File: src/rtl/lu_pkg.sv
package lu_pkg;
    typedef enum logic [2:0] {
        TX_IDLE, TX_START, TX_DATA, TX_PARITY, TX_STOP
    } tx_state_t;

    typedef enum logic [2:0] {
        RX_IDLE, RX_START, RX_DATA, RX_PARITY, RX_STOP, RX_BREAK
    } rx_state_t;

    localparam logic [1:0] REG_RXD  = 2'd0;
    localparam logic [1:0] REG_TXD  = 2'd1;
    localparam logic [1:0] REG_STAT = 2'd2;
    localparam logic [1:0] REG_CTRL = 2'd3;

    localparam int OVERSAMPLE = 16;
endpackage

File: src/rtl/lu_fifo.sv
module lu_fifo #(
    parameter int W     = 8,
    parameter int DEPTH = 16
) (
    input  logic         clk,
    input  logic         rst_n,
    input  logic         flush,
    input  logic         push,
    input  logic [W-1:0] din,
    input  logic         pop,
    output logic [W-1:0] dout,
    output logic         empty,
    output logic         full
);
    localparam int AW = $clog2(DEPTH);
    localparam int CW = $clog2(DEPTH + 1);

    logic [W-1:0]  mem [DEPTH];
    logic [AW-1:0] wp, rp;
    logic [CW-1:0] cnt;
    logic          do_push, do_pop;

    assign empty   = (cnt == '0);
    assign full    = (cnt == CW'(DEPTH));
    assign do_push = push && !full;
    assign do_pop  = pop && !empty;
    assign dout    = mem[rp];

    function automatic logic [AW-1:0] nxt_ptr(input logic [AW-1:0] p);
        return (p == AW'(DEPTH - 1)) ? '0 : p + 1'b1;
    endfunction

    always_ff @(posedge clk or negedge rst_n) begin
        if (!rst_n) begin
            wp  <= '0;
            rp  <= '0;
            cnt <= '0;
        end else if (flush) begin
            wp  <= '0;
            rp  <= '0;
            cnt <= '0;
        end else begin
            if (do_push) wp <= nxt_ptr(wp);
            if (do_pop)  rp <= nxt_ptr(rp);
            cnt <= cnt + CW'(do_push) - CW'(do_pop);
        end
    end

    always_ff @(posedge clk) begin
        if (do_push && !flush) mem[wp] <= din;
    end


    full_drop_chk: assert property (@(posedge clk) disable iff (!rst_n)
        (push && full && !pop && !flush) |=> (full && $stable(wp)));


    flush_empty_chk: assert property (@(posedge clk) disable iff (!rst_n)
        flush |=> empty);
endmodule

File: src/rtl/lu_tx.sv
module lu_tx
    import lu_pkg::*;
#(
    parameter int   CLK_DIV    = 4,
    parameter bit   PARITY_EN  = 1'b1,
    parameter bit   PARITY_ODD = 1'b0
) (
    input  logic       clk,
    input  logic       rst_n,
    input  logic       q_empty,
    input  logic [7:0] q_data,
    output logic       q_pop,
    output logic       line
);
    localparam int BIT_CYC = OVERSAMPLE * CLK_DIV;
    localparam int CW      = $clog2(BIT_CYC);

    tx_state_t     state, nxt;
    logic [CW-1:0] cnt;
    logic [2:0]    bcnt;
    logic [7:0]    shreg;
    logic          pbit;
    logic          bit_end;

    assign bit_end = (cnt == CW'(BIT_CYC - 1));

    always_ff @(posedge clk or negedge rst_n) begin
        if (!rst_n) state <= TX_IDLE;
        else        state <= nxt;
    end

    always_comb begin
        nxt = state;
        unique case (state)
            TX_IDLE:   if (!q_empty) nxt = TX_START;
            TX_START:  if (bit_end)  nxt = TX_DATA;
            TX_DATA:   if (bit_end && bcnt == 3'd7) nxt = PARITY_EN ? TX_PARITY : TX_STOP;
            TX_PARITY: if (bit_end)  nxt = TX_STOP;
            TX_STOP:   if (bit_end)  nxt = TX_IDLE;
            default:   nxt = TX_IDLE;
        endcase
    end

    always_ff @(posedge clk or negedge rst_n) begin
        if (!rst_n) begin
            cnt   <= '0;
            bcnt  <= '0;
            shreg <= '0;
            pbit  <= 1'b0;
        end else if (state == TX_IDLE) begin
            cnt  <= '0;
            bcnt <= '0;
            if (!q_empty) begin
                shreg <= q_data;
                pbit  <= (^q_data) ^ PARITY_ODD;
            end
        end else begin
            cnt <= bit_end ? '0 : cnt + 1'b1;
            if (state == TX_DATA && bit_end) begin
                shreg <= {1'b0, shreg[7:1]};
                bcnt  <= bcnt + 1'b1;
            end
        end
    end

    always_comb begin
        q_pop = 1'b0;
        line  = 1'b1;
        unique case (state)
            TX_IDLE:   q_pop = !q_empty;
            TX_START:  line  = 1'b0;
            TX_DATA:   line  = shreg[0];
            TX_PARITY: line  = pbit;
            TX_STOP:   line  = 1'b1;
            default:   line  = 1'b1;
        endcase
    end


    frame_len_chk: assert property (@(posedge clk) disable iff (!rst_n)
        (state == TX_START && nxt == TX_DATA) |-> (cnt == CW'(BIT_CYC - 1)));
endmodule

File: src/rtl/lu_rx.sv
module lu_rx
    import lu_pkg::*;
#(
    parameter int   CLK_DIV    = 4,
    parameter bit   PARITY_EN  = 1'b1,
    parameter bit   PARITY_ODD = 1'b0
) (
    input  logic       clk,
    input  logic       rst_n,
    input  logic       line,
    output logic       done,
    output logic [7:0] data,
    output logic       frame_err,
    output logic       parity_err
);
    localparam int DW = (CLK_DIV > 1) ? $clog2(CLK_DIV) : 1;

    rx_state_t     state, nxt;
    logic [DW-1:0] div;
    logic          tick;
    logic [1:0]    sync;
    logic          rxs;
    logic [3:0]    scnt;
    logic [2:0]    bcnt;
    logic [7:0]    shreg;
    logic          pbit;
    logic          mid_start, bit_samp;

    assign rxs       = sync[1];
    assign tick      = (div == DW'(CLK_DIV - 1));
    assign mid_start = tick && (scnt == 4'd7);
    assign bit_samp  = tick && (scnt == 4'd15);

    always_ff @(posedge clk or negedge rst_n) begin
        if (!rst_n) begin
            sync <= 2'b11;
            div  <= '0;
        end else begin
            sync <= {sync[0], line};
            div  <= tick ? '0 : div + 1'b1;
        end
    end

    always_ff @(posedge clk or negedge rst_n) begin
        if (!rst_n) state <= RX_IDLE;
        else        state <= nxt;
    end

    always_comb begin
        nxt = state;
        unique case (state)
            RX_IDLE:   if (tick && !rxs) nxt = RX_START;
            RX_START:  if (mid_start) nxt = rxs ? RX_IDLE : RX_DATA;
            RX_DATA:   if (bit_samp && bcnt == 3'd7) nxt = PARITY_EN ? RX_PARITY : RX_STOP;
            RX_PARITY: if (bit_samp) nxt = RX_STOP;
            RX_STOP:   if (bit_samp) nxt = rxs ? RX_IDLE : RX_BREAK;
            RX_BREAK:  if (rxs) nxt = RX_IDLE;
            default:   nxt = RX_IDLE;
        endcase
    end

    always_ff @(posedge clk or negedge rst_n) begin
        if (!rst_n) begin
            scnt       <= '0;
            bcnt       <= '0;
            shreg      <= '0;
            pbit       <= 1'b0;
            done       <= 1'b0;
            data       <= '0;
            frame_err  <= 1'b0;
            parity_err <= 1'b0;
        end else begin
            done <= 1'b0;
            if (tick) begin
                if (state == RX_IDLE || (state == RX_START && scnt == 4'd7))
                    scnt <= '0;
                else
                    scnt <= scnt + 1'b1;
            end
            if (state == RX_START) bcnt <= '0;
            if (state == RX_DATA && bit_samp) begin
                shreg <= {rxs, shreg[7:1]};
                bcnt  <= bcnt + 1'b1;
            end
            if (state == RX_PARITY && bit_samp) pbit <= rxs;
            if (state == RX_STOP && bit_samp) begin
                done       <= 1'b1;
                data       <= shreg;
                frame_err  <= !rxs;
                parity_err <= PARITY_EN && ((^shreg) ^ pbit ^ PARITY_ODD);
            end
        end
    end


    done_from_stop_chk: assert property (@(posedge clk) disable iff (!rst_n)
        done |-> ($past(state) == RX_STOP));
endmodule

File: src/rtl/lu_uart.sv
module lu_uart
    import lu_pkg::*;
#(
    parameter int CLK_DIV    = 4,
    parameter int FIFO_DEPTH = 16,
    parameter bit PARITY_EN  = 1'b1,
    parameter bit PARITY_ODD = 1'b0
) (
    input  logic        clk,
    input  logic        rst_n,
    input  logic        bus_sel,
    input  logic        bus_wr,
    input  logic [3:0]  bus_addr,
    input  logic [31:0] bus_wdata,
    output logic [31:0] bus_rdata,
    input  logic        rx_in,
    output logic        tx_out,
    output logic        irq
);
    logic [1:0] reg_sel;
    logic       wr_tx, wr_ctl, rd_rx, rd_st, rd_other;

    logic       tx_empty, tx_full, tx_pop;
    logic [7:0] tx_dout;
    logic       rx_empty, rx_full;
    logic [7:0] rx_dout;

    logic       rx_done, rx_ferr, rx_perr;
    logic [7:0] rx_data;

    logic       ie_q, ovr_q, frm_q, par_q;
    logic       rx_ne_q, tx_e_q;
    logic [7:0] status;

    assign reg_sel  = bus_addr[3:2];
    assign wr_tx    = bus_sel &&  bus_wr && reg_sel == REG_TXD;
    assign wr_ctl   = bus_sel &&  bus_wr && reg_sel == REG_CTRL;
    assign rd_rx    = bus_sel && !bus_wr && reg_sel == REG_RXD;
    assign rd_st    = bus_sel && !bus_wr && reg_sel == REG_STAT;
    assign rd_other = bus_sel && !bus_wr && !rd_rx && !rd_st;

    assign status = {par_q, frm_q, ovr_q, ie_q, tx_full, tx_empty, rx_full, !rx_empty};

    lu_fifo #(.W(8), .DEPTH(FIFO_DEPTH)) u_txq (
        .clk(clk), .rst_n(rst_n),
        .flush(wr_ctl && bus_wdata[0]),
        .push(wr_tx), .din(bus_wdata[7:0]),
        .pop(tx_pop), .dout(tx_dout),
        .empty(tx_empty), .full(tx_full)
    );

    lu_fifo #(.W(8), .DEPTH(FIFO_DEPTH)) u_rxq (
        .clk(clk), .rst_n(rst_n),
        .flush(wr_ctl && bus_wdata[1]),
        .push(rx_done), .din(rx_data),
        .pop(rd_rx), .dout(rx_dout),
        .empty(rx_empty), .full(rx_full)
    );

    lu_tx #(.CLK_DIV(CLK_DIV), .PARITY_EN(PARITY_EN), .PARITY_ODD(PARITY_ODD)) u_tx (
        .clk(clk), .rst_n(rst_n),
        .q_empty(tx_empty), .q_data(tx_dout), .q_pop(tx_pop),
        .line(tx_out)
    );

    lu_rx #(.CLK_DIV(CLK_DIV), .PARITY_EN(PARITY_EN), .PARITY_ODD(PARITY_ODD)) u_rx (
        .clk(clk), .rst_n(rst_n), .line(rx_in),
        .done(rx_done), .data(rx_data),
        .frame_err(rx_ferr), .parity_err(rx_perr)
    );

    always_ff @(posedge clk or negedge rst_n) begin
        if (!rst_n) begin
            bus_rdata <= '0;
            ie_q      <= 1'b0;
            ovr_q     <= 1'b0;
            frm_q     <= 1'b0;
            par_q     <= 1'b0;
            rx_ne_q   <= 1'b0;
            tx_e_q    <= 1'b1;
            irq       <= 1'b0;
        end else begin
            if (rd_rx)         bus_rdata <= rx_empty ? 32'd0 : {24'd0, rx_dout};
            else if (rd_st)    bus_rdata <= {24'd0, status};
            else if (rd_other) bus_rdata <= 32'd0;

            if (wr_ctl) ie_q <= bus_wdata[4];

            ovr_q <= (rx_done && rx_full) || (ovr_q && !rd_st);
            frm_q <= (rx_done && rx_ferr) || (frm_q && !rd_st);
            par_q <= (rx_done && rx_perr) || (par_q && !rd_st);

            rx_ne_q <= !rx_empty;
            tx_e_q  <= tx_empty;
            irq     <= ie_q && ((!rx_empty && !rx_ne_q) || (tx_empty && !tx_e_q));
        end
    end


    ie_off_chk: assert property (@(posedge clk) disable iff (!rst_n)
        (wr_ctl && !bus_wdata[4]) |=> !status[4]);


    irq_gated_chk: assert property (@(posedge clk) disable iff (!rst_n)
        !ie_q |=> !irq);


    err_clear_chk: assert property (@(posedge clk) disable iff (!rst_n)
        (rd_st && !rx_done) |=> (status[7:5] == 3'b000));


    empty_read_chk: assert property (@(posedge clk) disable iff (!rst_n)
        (rd_rx && rx_empty) |=> (bus_rdata == 32'd0));
endmodule

File: config.mk
export PLATFORM = sky130hd
export DESIGN_NAME = lu_uart
export DESIGN_NICKNAME = d
export VERILOG_FILES = /design/src/rtl/lu_pkg.sv /design/src/rtl/lu_fifo.sv /design/src/rtl/lu_tx.sv /design/src/rtl/lu_rx.sv /design/src/rtl/lu_uart.sv
export SDC_FILE = /design/constraint.sdc
export NUM_CORES = 1
export LEC_CHECK = 0
export BUFFER_PORTS_ARGS = -buffer_cell sky130_fd_sc_hd__buf_2
export CORE_ASPECT_RATIO = 1.2
export CORE_MARGIN = 4
export CORE_UTILIZATION = 55
export DETAILED_ROUTE_END_ITERATION = 10
export PLACE_DENSITY = 0.76
export SYNTH_ARGS = -nofsm -noshare
export SYNTH_HDL_FRONTEND = slang
export SYNTH_HIERARCHICAL = 1
export SYNTH_SLANG_ARGS = --single-unit
File: constraint.sdc
create_clock -name clk -period 2.7 [get_ports clk]
set_input_delay 0.81 -clock clk [delete_from_list [all_inputs] [get_ports clk]]
set_output_delay 0.81 -clock clk [all_outputs]
set_load 0.005 [all_outputs]
# [Yosys cells after proc, flatten, opt, wreduce, memory -nomap -nowiden]
# Memories as Yosys holds them, arrays and structs flattened.
# Cells that the tools add are included.
# W data, S select, Z words.
[totals] reg_bits=120 mem_bits_rw=256 in_bits=41 elab_cells=203 memories=2
[mem_list] name="u_rxq.mem" words=16 word_bits=8 rd=1 rd_ports_with_merged_regs=0 write_ports=1 line_no="lu_fifo.sv:18" source="logic [W-1:0] mem [DEPTH];"
[mem_list] name="u_txq.mem" words=16 word_bits=8 rd=1 rd_ports_with_merged_regs=0 write_ports=1 line_no="lu_fifo.sv:18"
[op_classes] n_addsub=13 eq_ne=35 mux=51 bitwise_logic=2 reduce_logical=70
[ops] op="$mux W32" n=3
[ops] op="$mux W4" n=13
[ops] op="$mux W3" n=16
[ops] op="$logic_and A1 B1 Y1" n=35
[ops] op="$mux W8" n=4
[ops] op="$add A4 B1 Y4 const B" n=5
[ops] op="$eq A4 B4 Y1 const B" n=5
[ops] op="$ne A2 B1 Y1 const B" n=10
[ops] op="$pmux W3 S6" n=1
[ops] op="$reduce_xor A8 Y1" n=2
[ops] op="$eq A3 B3 Y1 const B" n=5
[ops] op="$pmux W3 S5" n=1
[ops] op="$eq A3 B2 Y1 const B" n=4
[ops] op="$logic_not A1 Y1" n=12
[ops] op="$mux W6" n=2
[ops] op="$reduce_bool A2 Y1" n=6
[ops] op="$add A5 B1 Y5" n=2
[ops] op="$eq A5 B5 Y1 const B" n=2
[ops] op="$logic_not A5 Y1" n=2
[ops] op="$mux W5" n=2
[ops] op="$sub A5 B1 Y5" n=2
[ops] op="$add A3 B1 Y3 const B" n=2
[ops] op="$add A6 B1 Y6 const B" n=1
[ops] op="$eq A2 B2 Y1 const B" n=3
[ops] op="18 further kinds" n=31

# [Depth between registers and ports, before layout]
[depth] ltp_word=9 mapped_depth=16 mapped_depth_nobuf=16

# [By module]
# The synthesis kept the hierarchy.
[modules_own_cells] module="lu_fifo (u_txq)" n_inst=1 cells_per_inst=324 area_per_inst_um2=5883.1 seq_area_each_um2=4169.0
[modules_own_cells] module="lu_fifo (u_rxq)" n_inst=1 cells_per_inst=342 area_per_inst_um2=5869.4 seq_area_each_um2=4169.0
[modules_own_cells] module="lu_rx" n_inst=1 cells_per_inst=130 area_per_inst_um2=1584.0 seq_area_each_um2=853.3
[modules_own_cells] module="lu_tx" n_inst=1 cells_per_inst=117 area_per_inst_um2=1149.9 seq_area_each_um2=525.5
[modules_own_cells] module="lu_uart" n_inst=1 cells_per_inst=87 area_per_inst_um2=832.0 seq_area_each_um2=376.6

# [Least setup slack after synthesis]
# No wires, ideal clock.
[synth_path] kind="register to register" from="register u_txq.cnt[3]" to="register u_txq.cnt[4]" setup_ns=0.124 arrival_time_ns=2.819 required_ns=2.576 slack_ns=-0.243 path_stages_with_launch=17 period_less_slack_ns=2.943 cell_sequence="dfrtp_1 inv_1 ha_1 or4b_1 inv_1 nor2_2 nand2_1 inv_1 ha_1 inv_1 ha_1 inv_1 fa_1 nor2b_1 o21bai_1 a21oi_1 nor3b_1"
[synth_via] elab_chain_cells=6
[synth_lines] element="start, declared" line_no="lu_fifo.sv:20" source="logic [CW-1:0] cnt;"
[synth_lines] element="start signal, assigned" line_no="lu_fifo.sv:45" source="cnt <= cnt + CW'(do_push) - CW'(do_pop);"
[synth_lines] element="$logic_not A5 Y1" line_no="lu_fifo.sv:23" source="assign empty = (cnt == '0);"
[synth_lines] element="via status[2]" line_no="lu_uart.sv:33" source="logic [7:0] status;"
[synth_lines] element="$logic_not A1 Y1"
[synth_lines] element="$mux W1" line_no="lu_tx.sv:69" source="unique case (state)"
[synth_lines] element="via tx_pop" line_no="lu_uart.sv:23" source="logic tx_empty, tx_full, tx_pop;"
[synth_lines] element="$logic_and A1 B1 Y1" line_no="lu_fifo.sv:26" source="assign do_pop = pop && !empty;"
[synth_lines] element="$sub A5 B1 Y5" line_no="lu_fifo.sv:45"
[synth_lines] element="$mux W5" line_no="lu_fifo.sv:38" source="end else if (flush) begin"
# The timed path passes the listed nets, and every way through them passes these cells.
# A chain may end at the register's enable or synchronous reset.

# [Final worst setup path]
[layout_path] from="register u_txq.cnt[2]" to="register u_txq.cnt[4]"
# The elaborated chain is that of the path after synthesis.

==> summary.txt <==
Run status
  • Status: finished with violations
  • Failing checks: negative setup slack

STA
  • RSZ-0062 raised after global routing: yes
  • Final worst clock skew: 0.0328 ns
  • Setup TNS: -0.00545 ns
  • Fin crit period: 2.71 ns
  • Max-slew headroom: 56.1%
  • Final setup viols: 1
  • Fmax: 0.370 GHz
  • Tcrit/Tclk final: 100%
  • Worst-Margin Slew: 0.658 ns
  • Pins Over Slew Limit: 0
  • Hold Vio Cnt, Final: 0
  • Worst setup margin: -0.00545 ns

Job
  • Max-Cap Viols: 0

Layout
  • Layout area overhead: 16.3%
  • Ant diodes: 0
  • Fin area: 17800 µm²
  • # nets final: 1203
  • Layout cell share with drive strength beyond 1: 26.3%

Routing
  • Drt wl/cell: 20.3 µm
  • Remaining DRCs: 0
  • Highest metal used: met4
  • Post-route ant nets: 0
  • Drt first pass iters: 5
  • DR WL met3: 1560 µm
  • DR vias: 8846
  • DR WL met2: 16000 µm
  • Post-Route WL: 30400 µm
  • DR iter-0 viols: 693
  • Met1 WL: 11900 µm
  • Via density: 5.91

Clocking
  • Clock sink total: 352
  • Worst-path clk slew: 0.06 ns
  • Hold buffer count at cts: 0
  • Clock root buffer: clkbuf_16
  • CTS tree: built
  • CTS Buffer Depth: 3
  • CTS HTree Levels: 2
  • Worst skew pair latency: 0.52 ns
  • CTS Buf Count: 35

Place
  • Hpwl dp: 20000 µm
  • Port Buffers: 24
  • DP Area: 16300 µm²
  • Routability cong.: 0.891
  • Pre-CTS WS: -0.282 ns

Global routing
  • Gr usage total: 20.2%
  • First-pass GRT wire length: 48800 µm
  • Initial antenna violation count: 0
  • Grt total ovfl: 0
  • Largest net degree at the start of global routing: 61
  • Via count of the first global-routing pass: 9128

Setup path
  • Crit path max fanout: 3
  • Worst Setup SP: u_txq/cnt[2]$_DFF_PN0_
  • Worst R2R Path Depth: 16
  • CP cell instances: inv_2 -> ha_4 -> or4b_4 -> inv_4 -> nor2_4 -> nand2_2 -> inv_2 -> ha_4 -> inv_2 -> ha_4 -> inv_2 -> fa_2 -> nor2b_4 -> o21bai_4 -> a21oi_2 -> nor3b_2
  • CP Capture Type: register
  • Setup CP Type: register to register
  • Worst reg2reg path startpoint: u_txq/cnt[2]$_DFF_PN0_
  • CP peak stage delay: 0.50 ns
  • Worst EP arrival: 3.11 ns
  • Crit path top cell by count: inv_2
  • CP Launch Type: register
  • Crit-path slowest cell: or4b_4
  • Worst Path Required: 3.11 ns
  • R2r setup slk: -0.005 ns

Synth
  • Yosys warns: 6
  • Post-synthesis sequential area ratio: 65.9%
  • Synth cell count leaders: edfxtp_1 (256), dfrtp_1 (93), nand2_1 (70), nor2_1 (68), mux2i_1 (58)
  • Most frequent cell after synthesis: edfxtp_1
  • Syn Std Cell Area: 15300 µm²
  • Syn Area/Cell: 15.3 µm²
  • Ys async rst share: 27.3%
  • Area leader, netlist: edfxtp_1
  • Post-synth EDFFs: 256
  • Top cells by area, synth: edfxtp_1 (50%), dfrtp_1 (15%), mux2i_1 (3.8%), mux4_2 (3.7%), mux4_1 (2.6%)
  • Count of cell types in the netlist: 79
  • Post-synth top area share: 50.2%
  • Post-synthesis cell count: 1000
  • Seq cells post-synth: 352
  • Prevailing post-synth register cell: edfxtp_1

Power and ir drop
  • Peak supply drop: 0.625 mV
  • Static leakage: 6.36 nW
  • Pwr dens: 831 nW/µm²

Hold path
  • Hold Path Class: input pin to asynchronous set/reset pin

Floorplan
  • Die Y: 191 µm
  • Row Count: 66
  • Die footprint: 30600 µm²
  • Total core area: 27300 µm²
  • Num ports: 75
  • Initial Util: 56.2%
  • Die width: 160 µm
==> critical path, delay by kind of cell (launching register included) <==
kind / cells / cell delay [ns]
and+or+nand+nor: 5 / 0.83
buffers and inverters: 5 / 0.32
adders and majority gates: 4 / 0.81
AOI/OAI and AO/OA: 2 / 0.24
DFF: 1 / 0.40
==> logic make-up (layout without fill, tap and decap cells) <==
group	count (synthesis)	in the layout	synth area share, %
flops	352	352	65.9
simple gates	222	222	7.16
compound gates	135	135	6.39
mux	124	124	11.9
buf+inv	106	241	4.21
fa+ha+maj	31	31	2.63
xor+xnor	29	29	1.75
other cells	1	24	0.0245
==> where the power goes <==
group / internal [mW] / total [mW] / switching (mW) / leakage (nW)
logic: 1.64 / 3.17 / 1.53 / 2.53
clock network: 3.05 / 5.09 / 2.04 / 0.587
registers: 6.14 / 6.54 / 0.402 / 3.24
total: 10.8 / 14.8 / 3.97 / 6.36
==> registers in the layout, summed over array words and instances, names as in the netlist, 3 cells and up <==
register,count
u_rx/data,8
u_txq/wp,4
u_rxq/wp,4
bus_rdata,8
u_tx/bcnt,3
u_txq/rp,4
u_rxq/mem,128
u_txq/mem,128
u_rxq/cnt,5
u_rx/shreg,8
u_txq/cnt,5
u_rx/state,3
u_rx/scnt,4
u_tx/shreg,8
u_rxq/rp,4
u_tx/cnt,6
u_tx/state,3
u_rx/bcnt,3
==> per-layer routing <==
| layer | global-route usage (%) | vias to the layer above |
|---|---|---|
| li1 | - | 4018 |
| met1 | 25.8 | 4467 |
| met2 | 35.8 | 299 |
| met3 | 2.59 | 62 |
| met4 | 7.08 | 0 |
| met5 | 0 | - |
==> final cells by class <==
class	instances	area, µm²
flip-flops and latches	352	10100
fillers	1895	9430
multi-input cells	565	4860
repair buffers	139	1060
clock buffers	40	916
well taps	340	425
clock inverters	24	312
inverters	38	145
==> timing repair <==
action,4_1_cts,5_1_grt
buffers inserted,14,8
pin swaps,7,10
gates resized for setup,14,19
endpoints found under the setup margin,3,6
==> per-stage QoR <==
stage | hold slack (ns) | total power [mW] | cells | util, %
after CTS | 0.206 | 14.6 | 1492 | 64.9
after global routing | 0.225 | 15.5 | 1498 | 65.4
after global placement | 0.347 | 9.27 | 1414 | 59.8
after floorplan | 0.345 | 8.65 | 1023 | -
after detailed placement | 0.347 | 9.40 | 1414 | 59.8
final | 0.220 | 14.8 | 1498 | 65.4
==> layout by cell type, fill, tap and decap left out, types with 5 or more instances in the layout <==
master and n:
edfxtp_1 256, buf_4 110, dfrtp_1 91, nor2_1 68
nand2_1 68, mux2i_1 58, clkbuf_16 36, mux2_2 26
inv_1 25, mux4_2 25, conb_1 24, buf_2 23
o21ai_0 23, ha_1 23, xnor2_1 20, a21oi_1 19
nor3_1 18, a22oi_1 18, a221oi_1 17, mux4_1 15
nand3_1 14, inv_2 11, clkinv_1 9, xor2_1 8
a32oi_1 8, o21ai_1 8, nor2b_1 7, bufinv_16 6
buf_12 6, a221oi_2 6, ha_4 6, nand2b_1 5
==> worst paths after layout <==
path	end
min reg2reg	u_rx/sync[1]$_DFF_PN1_
max in group asynchronous	u_rx/sync[1]$_DFF_PN1_
min in group clk	u_rx/sync[1]$_DFF_PN1_
max	u_txq/cnt[4]$_DFF_PN0_
max reg2reg	u_txq/cnt[4]$_DFF_PN0_
min	irq$_DFF_PN0_
Note: power is estimated with default switching activity, not from simulation.
